`src/rtl/vfm_pkg.sv`:
```
package vfm_pkg;

  localparam int FLG_EARLY_SOF = 0;
  localparam int FLG_LINE_LEN  = 1;
  localparam int FLG_HEIGHT    = 2;
  localparam int NUM_FLAGS     = 3;

  // Position of the current beat inside its line, counted from 1.
  function automatic int unsigned beat_position(input logic starts_frame,
                                                input int unsigned px_so_far);
    return starts_frame ? 32'd1 : px_so_far + 32'd1;
  endfunction

  // Geometry mismatch between a measured and a reference count.
  function automatic logic counts_differ(input int unsigned got,
                                         input int unsigned ref_cnt);
    return got != ref_cnt;
  endfunction

endpackage

```
`src/rtl/vfm_line_track.sv`:
```
module vfm_line_track #(
  parameter int CNT_W = 16
) (
  input  logic             clk,
  input  logic             rst_n,
  input  logic             beat,
  input  logic             sof,
  input  logic             eol,
  input  logic             first_line,
  input  logic             in_frame,
  output logic [CNT_W-1:0] px_cnt,
  output logic [CNT_W-1:0] ref_len,
  output logic             ev_early_sof,
  output logic             ev_len_bad
);
  logic [CNT_W-1:0] pos;

  assign pos          = CNT_W'(vfm_pkg::beat_position(sof, 32'(px_cnt)));
  assign ev_early_sof = beat & sof & in_frame & (px_cnt != '0);
  assign ev_len_bad   = beat & eol & ~first_line &
                        vfm_pkg::counts_differ(32'(pos), 32'(ref_len));

  always_ff @(posedge clk) begin
    if (!rst_n) begin
      px_cnt  <= '0;
      ref_len <= '0;
    end else if (beat) begin
      px_cnt <= eol ? '0 : pos;
      if (eol && first_line) ref_len <= pos;
    end
  end
endmodule

```
`src/rtl/vfm_frame_track.sv`:
```
module vfm_frame_track #(
  parameter int CNT_W = 16
) (
  input  logic             clk,
  input  logic             rst_n,
  input  logic             beat,
  input  logic             sof,
  input  logic             eol,
  output logic             in_frame,
  output logic             first_line,
  output logic [CNT_W-1:0] frame_lines,
  output logic             ev_height_bad
);
  logic [CNT_W-1:0] lines_cnt;
  logic             have_height;

  assign first_line    = sof | (lines_cnt == '0);
  assign ev_height_bad = beat & sof & in_frame & have_height &
                         vfm_pkg::counts_differ(32'(lines_cnt), 32'(frame_lines));

  always_ff @(posedge clk) begin
    if (!rst_n) begin
      lines_cnt   <= '0;
      frame_lines <= '0;
      have_height <= 1'b0;
      in_frame    <= 1'b0;
    end else if (beat) begin
      if (sof) begin
        if (in_frame) begin
          frame_lines <= lines_cnt;
          have_height <= 1'b1;
        end
        in_frame  <= 1'b1;
        lines_cnt <= eol ? CNT_W'(1) : '0;
      end else if (eol) begin
        lines_cnt <= lines_cnt + CNT_W'(1);
      end
    end
  end
endmodule

```
`src/rtl/vfm_sticky.sv`:
```
module vfm_sticky #(
  parameter int N = 3
) (
  input  logic         clk,
  input  logic         rst_n,
  input  logic         clr,
  input  logic [N-1:0] set,
  output logic [N-1:0] flag
);
  for (genvar i = 0; i < N; i++) begin : g_flag
    always_ff @(posedge clk) begin
      if (!rst_n)      flag[i] <= 1'b0;
      else if (set[i]) flag[i] <= 1'b1;
      else if (clr)    flag[i] <= 1'b0;
    end
  end
endmodule

```
`src/rtl/vid_frame_monitor.sv`:
```
module vid_frame_monitor #(
  parameter int CNT_W = 16
) (
  input  logic             clk,
  input  logic             rst_n,
  input  logic             clk_en,
  input  logic             s_valid,
  input  logic             s_ready,
  input  logic             s_sof,
  input  logic             s_eol,
  input  logic             clr_err,
  output logic             err_early_sof,
  output logic             err_line_len,
  output logic             err_height,
  output logic [CNT_W-1:0] meas_line_px,
  output logic [CNT_W-1:0] meas_frame_lines
);
  import vfm_pkg::*;

  logic                 ev_xfer;
  logic                 ev_beat;
  logic                 in_frame;
  logic                 first_line;
  logic                 ev_early_sof;
  logic                 ev_len_bad;
  logic                 ev_height_bad;
  logic [CNT_W-1:0]     px_cnt;
  logic [NUM_FLAGS-1:0] flag_set;
  logic [NUM_FLAGS-1:0] flag_q;

  assign ev_xfer = s_valid & s_ready & clk_en;
  assign ev_beat = ev_xfer & (s_sof | in_frame);

  vfm_frame_track #(.CNT_W(CNT_W)) u_frame (
    .clk(clk), .rst_n(rst_n), .beat(ev_beat), .sof(s_sof), .eol(s_eol),
    .in_frame(in_frame), .first_line(first_line),
    .frame_lines(meas_frame_lines), .ev_height_bad(ev_height_bad)
  );

  vfm_line_track #(.CNT_W(CNT_W)) u_line (
    .clk(clk), .rst_n(rst_n), .beat(ev_beat), .sof(s_sof), .eol(s_eol),
    .first_line(first_line), .in_frame(in_frame),
    .px_cnt(px_cnt), .ref_len(meas_line_px),
    .ev_early_sof(ev_early_sof), .ev_len_bad(ev_len_bad)
  );

  assign flag_set[FLG_EARLY_SOF] = ev_early_sof;
  assign flag_set[FLG_LINE_LEN]  = ev_len_bad;
  assign flag_set[FLG_HEIGHT]    = ev_height_bad;

  vfm_sticky #(.N(NUM_FLAGS)) u_flags (
    .clk(clk), .rst_n(rst_n), .clr(clr_err), .set(flag_set), .flag(flag_q)
  );

  assign err_early_sof = flag_q[FLG_EARLY_SOF];
  assign err_line_len  = flag_q[FLG_LINE_LEN];
  assign err_height    = flag_q[FLG_HEIGHT];
endmodule

```
`config.mk`:
```
export PLATFORM = sky130hd
export DESIGN_NAME = vid_frame_monitor
export DESIGN_NICKNAME = d
export VERILOG_FILES = /design/src/rtl/vfm_pkg.sv /design/src/rtl/vfm_line_track.sv /design/src/rtl/vfm_frame_track.sv /design/src/rtl/vfm_sticky.sv /design/src/rtl/vid_frame_monitor.sv
export SDC_FILE = /design/constraint.sdc
export NUM_CORES = 1
export LEC_CHECK = 0
export BUFFER_PORTS_ARGS = -buffer_cell sky130_fd_sc_hd__buf_4
export CORE_AREA = 2 2 85 87
export CTS_CLUSTER_DIAMETER = 200
export DETAILED_ROUTE_END_ITERATION = 8
export DIE_AREA = 0 0 87 89
export PLACE_DENSITY = 0.79
export SLEW_MARGIN = 20
export SYNTH_ARGS = -nofsm -noshare
export SYNTH_HDL_FRONTEND = slang
export SYNTH_SLANG_ARGS = --single-unit
```
`constraint.sdc`:
```
create_clock -name clk -period 2.98 [get_ports clk]
set_input_delay 0.298 -clock clk [delete_from_list [all_inputs] [get_ports clk]]
set_output_delay 0.298 -clock clk [all_outputs]
set_load 0.05 [all_outputs]
```
==> impl_metrics.toml <==
[outcome]
status = "complete, no violations"

[timing]
whs_ns = 0.313
hold_violations = 0
clock.fmax_mhz = 372
setup_viol_count_final = 0
relSlewSlack_pct = 55.0
grt_setup_unrepaired = "false"
final.setup.tns_ns = 0
finClkSkew_ns = 0.00808
fin_crit_sh_pct = 90.2
min_period_ns = 2.69
tightest_slew_ns = 0.672
maxSlewViolCount = 0

[floorplan]
rows = 30
dieArea_um2 = 7740
coreArea_um2 = 6720
ios = 43
initial_core_util_pct = 58.4
die_h_um = 89
fp.dieW_um = 87

[worst_setup_path]
required_ns = 3.21
cp_cell_sequence = "inv_1 -> ha_1 -> xor2_1 -> o22ai_1 -> o221ai_1 -> or4b_1 -> nor4_1 -> a31oi_1"
end_kind = "register"
cpPeakStageDelay_ns = 0.53
crit_path_max_fanout = 9
critPathKind = "reg -> reg"
r2r_slack_ns = 0.29
reg2regPathDepth = 8
worst-endpoint-arrival_ns = 2.91
cp-start-kind = "register"
critPathSlowestCell = "dfxtp_1"

[routing]
ant_nets = 0
num_vias = 3443
viasPerCell = 5.91
routed_wirelength_um = 9370
drc = 0
first_pass_iters = 5
drt_iter0_markers = 209
post_drt_wl_per_cell_um = 16.1

[layout]
area.growth.synth_to_final_pct = 12.9
final_area_um2 = 4430
nNetsFinal = 510
stdcell_count = 583
n_antenna_cell = 0
drive_gt1_share_pct = 15.5

[clock_tree]
clock_latency_ns = 0.35
cts_hold_buf = 0
cts_tree = "done"
clk_pin_slew_ns = 0.08
ctsRootBufferMaster = "clkbuf_8"
post_cts_buffers = 0
cts-buffers-inserted = 9
clock_sinks = 69
cts_max_path_buffers = 2
post_cts_resized = 0
cts_htree_levels = 3

[flow_run]
maxCapViolCount = 0

[synthesis]
synth_top_area_share_pct = 35.2
synth_area_leader_cell = "dfxtp_1"
synth_seq_cells = 69
synth-async-reset-ratio_pct = 0
ys_types = 64
synthCells = 472
ys_seq_area_share_pct = 35.2
avgSynthCellArea_um2 = 8.31
syn-cell-area_um2 = 3920
synth_ff_type = "dfxtp_1"
yosys_warnings = 0
syn_nets = 484
synth_area_leaders = "dfxtp_1 35%, xor2_1 6.9%, nand2_1 5.6%, nor2b_1 5.1%, mux2i_1 4.3%"
synth-edff-count = 0

[global_routing]
grt_max_degree = 57
grt_pass1_wl_um = 15400
antenna_found_initial = 0
grt_pass1_vias = 3184
overflow = 0
grtUsageTotal_pct = 25.3

[place]
hpwlAfterDp_um = 6390
place_area_um2 = 4210
port-buffer-count = 42
placed_cells = 567
gp_congestion = 0.902

[pwr]
ir_drop_mv = 0.284
p_per_area_nw_per_um2 = 416
leakagePower_nw = 1.75

[hold_path]
whs_path_depth = 4
hold_path.class = "in -> reg"
-- flip-flops by register name, indices dropped and copies added (netlist names) --
name / count
u_flags.flag: 3
u_frame.have_height: 1
u_frame.lines_cnt: 16
u_line.px_cnt: 16
u_line.ref_len: 16
u_frame.frame_lines: 16
u_frame.in_frame: 1
-- per-stage QoR --
step	setup slack [ns]	utilization [%]	power, mW
2_1_floorplan	0.703	-	1.00
3_3_place_gp	0.495	62.7	1.02
3_5_place_dp	0.357	62.7	1.02
4_1_cts	0.346	65.9	1.85
5_1_grt	0.142	65.9	1.90
6_report	0.293	65.9	1.84
-- power by group --
part	switching, mW	total [mW]	internal, mW
Combinational	0.0448	0.0710	0.0263
Clock	0.375	0.847	0.471
Sequential	0.00284	0.925	0.923
Total	0.423	1.84	1.42
-- final timing paths --
check / from / endpoint
worst min-delay path: clr_err / u_flags.flag[2]
worst max register to register: u_line.px_cnt[0] / u_flags.flag[1]
worst max-delay path: u_line.px_cnt[0] / u_flags.flag[1]
worst min register to register: u_frame.have_height / u_frame.have_height
-- Yosys cell counts (11+ instances only) --
cell type	instances
inv_1	12
a21oi_1	14
nand3_1	11
clkbuf_1	17
nor2b_1	32
a21boi_0	19
nand2_1	59
xnor2_1	11
o21ai_0	15
nor2_1	33
dfxtp_1	69
xor2_1	31
mux2i_1	17
nor4_1	13
-- worst max-delay path, delay by kind of cell (launching register included) --
kind	cells	cell delay [ns]
compound gates	3	0.42
xor+xnor	1	0.17
fa+ha+maj	1	0.39
buf+inv	1	0.12
flops	1	0.53
simple gates	2	0.93
-- layout make-up --
type	instances	area, µm²
clock buffers	10	128
flip-flops and latches	69	1380
inverters	12	45.0
repair buffers	46	345
fillers	567	2290
well taps	80	100
multi-input cells	360	2340
clock inverters	6	87.6
-- metal layers --
layer,track usage (%),part of all wire [%]
met1,30.3,43
met5,0,0
met4,9.52,1.9
met3,4.62,4.8
met2,45.0,50
-- layout by cell type, fill, tap and decap left out, drive strengths merged, types with 3 or more instances in the layout --
| cell | count |
|---|---|
| o21a | 5 |
| or4 | 4 |
| dfxtp | 69 |
| nand2b | 3 |
| buf | 46 |
| nor2 | 35 |
| a21boi | 20 |
| or2 | 4 |
| clkinv | 4 |
| mux2i | 17 |
| xnor2 | 11 |
| ha | 4 |
| and3 | 8 |
| nor2b | 32 |
| a22oi | 6 |
| xor2 | 31 |
| and2 | 7 |
| nand4 | 7 |
| and4 | 5 |
| a21oi | 14 |
| nor3 | 8 |
| o21ai | 16 |
| mux2 | 4 |
| nand2 | 59 |
| nor4 | 14 |
| nand3 | 14 |
| clkbuf | 10 |
| inv | 12 |
-- kinds of logic (layout without fill, tap and decap cells) --
kind of cell | after synthesis | in the layout | share of synthesized area [%]
AOI/OAI and AO/OA | 81 | 81 | 13.9
and+or+nand+nor | 212 | 212 | 29.6
xor gates and xnor gates | 42 | 42 | 9.38
DFF | 69 | 69 | 35.2
buffers and inverters | 43 | 74 | 5.14
adders and majority gates | 4 | 4 | 1.28
muxes | 21 | 21 | 5.49
No activity file was read; power rests on OpenSTA's default activity.
